--- src/rtl/ptr_addr_pkg.sv ---
package ptr_addr_pkg;

    localparam int NUM_PTR   = 3;
    localparam int PAIR_BASE = 26;

    typedef enum logic [1:0] {
        MODE_PLAIN   = 2'd0,
        MODE_DISP    = 2'd1,
        MODE_PREDEC  = 2'd2,
        MODE_POSTINC = 2'd3
    } acc_mode_e;

    typedef enum logic [1:0] {
        SEL_X    = 2'd0,
        SEL_Y    = 2'd1,
        SEL_Z    = 2'd2,
        SEL_NONE = 2'd3
    } ptr_sel_e;

endpackage

--- src/rtl/ptr_pair_reg.sv ---
module ptr_pair_reg #(
    parameter int BYTE_W    = 8,
    parameter int REG_IDX_W = 5,
    parameter int LO_IDX    = 26
) (
    input  logic                   clk,
    input  logic                   rst_n,
    input  logic                   upd_en,
    input  logic [2*BYTE_W-1:0]    upd_val,
    input  logic                   wr_en,
    input  logic [REG_IDX_W-1:0]   wr_idx,
    input  logic [BYTE_W-1:0]      wr_data,
    output logic [2*BYTE_W-1:0]    q
);
    localparam logic [REG_IDX_W-1:0] IDX_LO = REG_IDX_W'(LO_IDX);
    localparam logic [REG_IDX_W-1:0] IDX_HI = REG_IDX_W'(LO_IDX + 1);

    logic [2*BYTE_W-1:0] nxt;

    // writeback first, then the byte write overrides its own byte
    always_comb begin
        nxt = upd_en ? upd_val : q;
        if (wr_en && (wr_idx == IDX_LO)) nxt[BYTE_W-1:0] = wr_data;
        if (wr_en && (wr_idx == IDX_HI)) nxt[2*BYTE_W-1:BYTE_W] = wr_data;
    end

    always_ff @(posedge clk or negedge rst_n) begin
        if (!rst_n) q <= '0;
        else        q <= nxt;
    end
endmodule

--- src/rtl/ptr_agu.sv ---
module ptr_agu
    import ptr_addr_pkg::*;
#(
    parameter int ADDR_W = 16,
    parameter int DISP_W = 6
) (
    input  logic                 acc_valid,
    input  logic [1:0]           acc_sel,
    input  logic [1:0]           acc_mode,
    input  logic [DISP_W-1:0]    acc_disp,
    input  logic [ADDR_W-1:0]    ptr_x,
    input  logic [ADDR_W-1:0]    ptr_y,
    input  logic [ADDR_W-1:0]    ptr_z,
    output logic [ADDR_W-1:0]    eff_addr,
    output logic [ADDR_W-1:0]    upd_ptr,
    output logic                 acc_illegal,
    output logic [NUM_PTR-1:0]   upd_en
);
    localparam logic [ADDR_W-1:0] ONE = ADDR_W'(1);

    acc_mode_e           mode;
    ptr_sel_e            sel;
    logic [ADDR_W-1:0]   base;
    logic                bad_req;
    logic                commit;

    assign mode = acc_mode_e'(acc_mode);
    assign sel  = ptr_sel_e'(acc_sel);

    always_comb begin
        unique case (sel)
            SEL_X:   base = ptr_x;
            SEL_Y:   base = ptr_y;
            SEL_Z:   base = ptr_z;
            default: base = '0;
        endcase
    end

    assign bad_req     = (sel == SEL_NONE) || ((sel == SEL_X) && (mode == MODE_DISP));
    assign acc_illegal = acc_valid && bad_req;

    always_comb begin
        eff_addr = base;
        upd_ptr  = base;
        unique case (mode)
            MODE_PLAIN:   ;
            MODE_DISP:    eff_addr = base + {{(ADDR_W-DISP_W){1'b0}}, acc_disp};
            MODE_PREDEC:  begin
                eff_addr = base - ONE;
                upd_ptr  = base - ONE;
            end
            MODE_POSTINC: upd_ptr = base + ONE;
        endcase
        if (bad_req) begin
            eff_addr = '0;
            upd_ptr  = base;
        end
    end

    assign commit = acc_valid && !bad_req &&
                    ((mode == MODE_PREDEC) || (mode == MODE_POSTINC));

    always_comb begin
        upd_en = '0;
        for (int i = 0; i < NUM_PTR; i++) begin
            if (commit && (acc_sel == 2'(i))) upd_en[i] = 1'b1;
        end
    end
endmodule

--- src/rtl/ptr_addr_unit.sv ---
module ptr_addr_unit
    import ptr_addr_pkg::*;
#(
    parameter int BYTE_W    = 8,
    parameter int DISP_W    = 6,
    parameter int REG_IDX_W = 5
) (
    input  logic                    clk,
    input  logic                    rst_n,
    input  logic                    acc_valid,
    input  logic [1:0]              acc_sel,
    input  logic [1:0]              acc_mode,
    input  logic [DISP_W-1:0]       acc_disp,
    input  logic                    wr_en,
    input  logic [REG_IDX_W-1:0]    wr_idx,
    input  logic [BYTE_W-1:0]       wr_data,
    output logic [2*BYTE_W-1:0]     eff_addr,
    output logic [2*BYTE_W-1:0]     upd_ptr,
    output logic                    acc_illegal,
    output logic [2*BYTE_W-1:0]     x_ptr,
    output logic [2*BYTE_W-1:0]     y_ptr,
    output logic [2*BYTE_W-1:0]     z_ptr
);
    localparam int ADDR_W = 2 * BYTE_W;

    logic [ADDR_W-1:0]  ptr_q [NUM_PTR];
    logic [NUM_PTR-1:0] upd_en;

    ptr_agu #(.ADDR_W(ADDR_W), .DISP_W(DISP_W)) u_agu (
        .acc_valid   (acc_valid),
        .acc_sel     (acc_sel),
        .acc_mode    (acc_mode),
        .acc_disp    (acc_disp),
        .ptr_x       (ptr_q[0]),
        .ptr_y       (ptr_q[1]),
        .ptr_z       (ptr_q[2]),
        .eff_addr    (eff_addr),
        .upd_ptr     (upd_ptr),
        .acc_illegal (acc_illegal),
        .upd_en      (upd_en)
    );

    for (genvar i = 0; i < NUM_PTR; i++) begin : g_pair
        ptr_pair_reg #(
            .BYTE_W    (BYTE_W),
            .REG_IDX_W (REG_IDX_W),
            .LO_IDX    (PAIR_BASE + 2 * i)
        ) u_pair (
            .clk     (clk),
            .rst_n   (rst_n),
            .upd_en  (upd_en[i]),
            .upd_val (upd_ptr),
            .wr_en   (wr_en),
            .wr_idx  (wr_idx),
            .wr_data (wr_data),
            .q       (ptr_q[i])
        );
    end

    assign x_ptr = ptr_q[0];
    assign y_ptr = ptr_q[1];
    assign z_ptr = ptr_q[2];
endmodule

--- config.mk ---
export PLATFORM = sky130hd
export DESIGN_NAME = ptr_addr_unit
export DESIGN_NICKNAME = d
export VERILOG_FILES = /design/src/rtl/ptr_addr_pkg.sv /design/src/rtl/ptr_pair_reg.sv /design/src/rtl/ptr_agu.sv /design/src/rtl/ptr_addr_unit.sv
export SDC_FILE = /design/constraint.sdc
export NUM_CORES = 1
export LEC_CHECK = 0
export ABC_AREA = 1
export CORE_MARGIN = 2
export CORE_UTILIZATION = 40
export CTS_CLUSTER_DIAMETER = 30
export DETAILED_ROUTE_END_ITERATION = 12
export GPL_TIMING_DRIVEN = 0
export PLACE_DENSITY = 0.67
export SYNTH_ARGS = -nofsm -noshare
export SYNTH_HDL_FRONTEND = slang
export SYNTH_HIERARCHICAL = 1
export SYNTH_SLANG_ARGS = --single-unit
--- constraint.sdc ---
create_clock -name clk -period 2.3 [get_ports clk]
set_input_delay 0.23 -clock clk [delete_from_list [all_inputs] [get_ports clk]]
set_output_delay 0.23 -clock clk [all_outputs]
set_load 0.005 [all_outputs]
==> out/qor.yml <==
crit_chain: "nand2_2 -> o211ai_1 -> buf_4 -> ha_4 -> fa_2 -> a21oi_2 -> o21bai_4 -> nand2_2 -> nand2_2 -> nand2_4 -> nand2_2 -> nand2_1 -> nand2_1 -> nor2_1 -> nor2_1 -> nor2_1 -> buf_2"
synthAdderAreaFrac_pct: 2.564
drt_first_pass_iters: 7
crit_end: "eff_addr[12]"
synth-edff-count: 0
ys.flop_type: "dfrtp_1"
cts_buffers: 5
grt_pass1_vias: 6619
cp_num_cells: 17
largest_register_ffs: 48
yosys_warnings: 6
grt.total_usage_pct: 30.08
htree_num_levels: 2
regMostFlops: "g_pair.u_pair/q"
final_nets: 1153
yosysMostFrequentCell: "nand2_1"
yosysTopAreaCell: "nand2_1"
cts_root_buf: "clkbuf_16"
rows: 43
synth_top_family_by_area: "simple AND/OR/NAND/NOR gates"
grt_max_degree: 28
synth.distinct_cells: 37
synth_xor_area_share_pct: 0.3094
drt_iter0_markers: 561
timing.rr.start: "g_pair[1].u_pair/q[0]"
path_class: "reg2out"
cts.sinks: 48
rr_endpoint: "g_pair[2].u_pair/q[6]"
via_count: 7110
fin_ws_ps: -509.1
clk_pin_slew_ps: 70
p_leak_uw: 0.004323
worstSetupStartpoint: "g_pair[1].u_pair/q[0]"
drive_gt1_share_pct: 35.93
crit_path_frequent_cell: "nand2_2"
synth_area_per_cell_sq_um: 6.208
cp.arrival_ps: 2580
synthCells: 912
path_buf_inv: 2
synth_top_area_share_pct: 22.74
clock_latency_ps: 290
gp_congestion: 0.9189
ff2ff_setup_slack_ps: -350
crit_slowest_cell: "dfrtp_1"
drt-total-wl_mm: 24.00
end_kind: "primary output"
synthTopCellsByArea: "nand2_1 (23%), dfrtp_1 (21%), nand3_1 (15%)"
peakVddDrop_mv: 0.3451
die_y_um: 123.0
reg2reg_depth: 22
synth-seq-area-share_pct: 21.22
antenna_cells: 0
antenna_found_initial: 0
viasPerCell: 5.486
synth-seq-cells: 48
fin_crit_sh_pct: 122.1
synth_compound_gate_area_share_pct: 8.000
synth_nets: 950
critPathRequiredTime_ps: 2070
fillers: 1243
path_max_fanout: 5
io_pins: 108
synth-async-reset-ratio_pct: 100.0
violations: "setup timing"
drc: 0
skew_ps: 8.484
rsz0062_at_grt: "true"
grt-ovfl-total: 0
synth_simple_gate_area_share_pct: 56.13
core_sq_mm: 0.01383
cpLargestDelayFamily: "simple AND/OR/NAND/NOR gates"
floorplan.initialDensity_pct: 40.95
setup_violations: 57
die_w_um: 123.0
hold_class: "in2async"
dp.final_hpwl_mm: 16.70
maxSlewViolCount: 0
tritoncts: "built"
ant_nets: 0
fin_cells: 1296
clock_path_buffers: 2
critPathMaxStageDelay_ps: 440
placed_cells: 1198
muxShareOfSynthArea_pct: 0
crit_path_start_kind: "flop"
powerDensity_mw_per_mm2: 736.0
top_regs: "g_pair.u_pair/q: 48 flops"
fin_crit_ps: 2809
port_buffers: 105
wl_per_cell_um: 18.52
hold_viol: 0
synthTopCellsByCount: "nand2_1 (343), nand3_1 (173), inv_1 (76)"
synthesis.area_sq_mm: 0.005662
outcome: "finished with violations"
area_delta_synth_final_pct: 52.66
slew_headroom_pct: 55.07
tightest_slew_ps: 673.9
fmaxAchievable_mhz: 356.0
max_cap_viol_count: 0
grt_pass1_wl_mm: 34.88
power_uw: 6362
die-area_sq_mm: 0.01512
## logic make-up (layout without fill, tap and decap cells)
kind of cell    Yosys count  after routing
compound gates           83             83
xor+xnor                  2              2
fa+ha+maj                11             11
buf+inv                 126            330
flops                    48             48
simple gates            642            642
## cells in the final DEF, fill, tap and decap left out, types with 15 or more instances in the layout
| cell type | n |
|---|---|
| buf_2 | 20 |
| buf_4 | 74 |
| buf_6 | 44 |
| clkdlybuf4s50_1 | 72 |
| dfrtp_1 | 46 |
| inv_1 | 64 |
| nand2_1 | 288 |
| nand2_2 | 59 |
| nand2_4 | 15 |
| nand3_1 | 152 |
| nand3_2 | 31 |
| nor2_1 | 28 |
| nor2_4 | 26 |
## worst min-delay path by stage
stage / cells past startpoint / end / slack, ps / from
after floorplan: 0 / g_pair[0].u_pair/q[0] / -70 / rst_n
after global placement: 2 / g_pair[2].u_pair/q[3] / 530 / g_pair[2].u_pair/q[3]
after detailed placement: 1 / g_pair[1].u_pair/q[9] / 300 / rst_n
after CTS: 2 / g_pair[1].u_pair/q[9] / 520 / rst_n
after global routing: 2 / g_pair[1].u_pair/q[9] / 550 / rst_n
final: 2 / g_pair[1].u_pair/q[9] / 500 / rst_n
## timing repair
item                       CTS  global route
setup endpoints to repair   81            81
hold buffers                 1             0
pin swaps                   49            62
resized for setup          200           158
hold endpoints to repair    15             0
buffers inserted            53            38
## report_power, final
part | switching [uW] | internal, uW | leakage (uW) | total (uW)
clock network | 319 | 512 | 0.0000808 | 831
logic | 2210 | 1920 | 0.00363 | 4130
registers | 301 | 1100 | 0.000609 | 1400
## layer usage
layer	share of wire [%]	global-route usage [%]	up-vias
met3	6.9	3.967	73
met5	0	0	-
met2	50	52.87	323
li1	-	-	3365
met1	39	37.37	3349
met4	3.6	11.51	0
## per-stage QoR
| step | setup TNS, ps | setup WS [ps] | hold slack [ps] | area, sq um | util (%) |
|---|---|---|---|---|---|
| 2_1_floorplan | -22.01 | -20.47 | -65.59 | 5692 | - |
| 3_3_place_gp | -96900 | -1565 | 535.0 | 6968 | 50.39 |
| 3_5_place_dp | -72640 | -1536 | 303.0 | 6990 | 50.56 |
| 4_1_cts | -11110 | -522.3 | 522.0 | 8008 | 57.91 |
| 5_1_grt | -20640 | -655.8 | 552.7 | 8643 | 62.51 |
| 6_report | -14050 | -509.1 | 498.0 | 8643 | 62.51 |
## layout make-up
class	count	area [sq um]	share of cell area, %
Buffer	37	380.4	4.401
Clock buffer	6	128.9	1.491
Clock inverter	2	35.03	0.4053
Inverter	88	366.6	4.241
Multi-Input combinational cell	738	4577	52.95
Sequential cell	48	1204	13.93
Tap cell	180	225.2	2.606
Timing Repair Buffer	197	1727	19.98
Note: power is estimated with default switching activity, not from simulation.
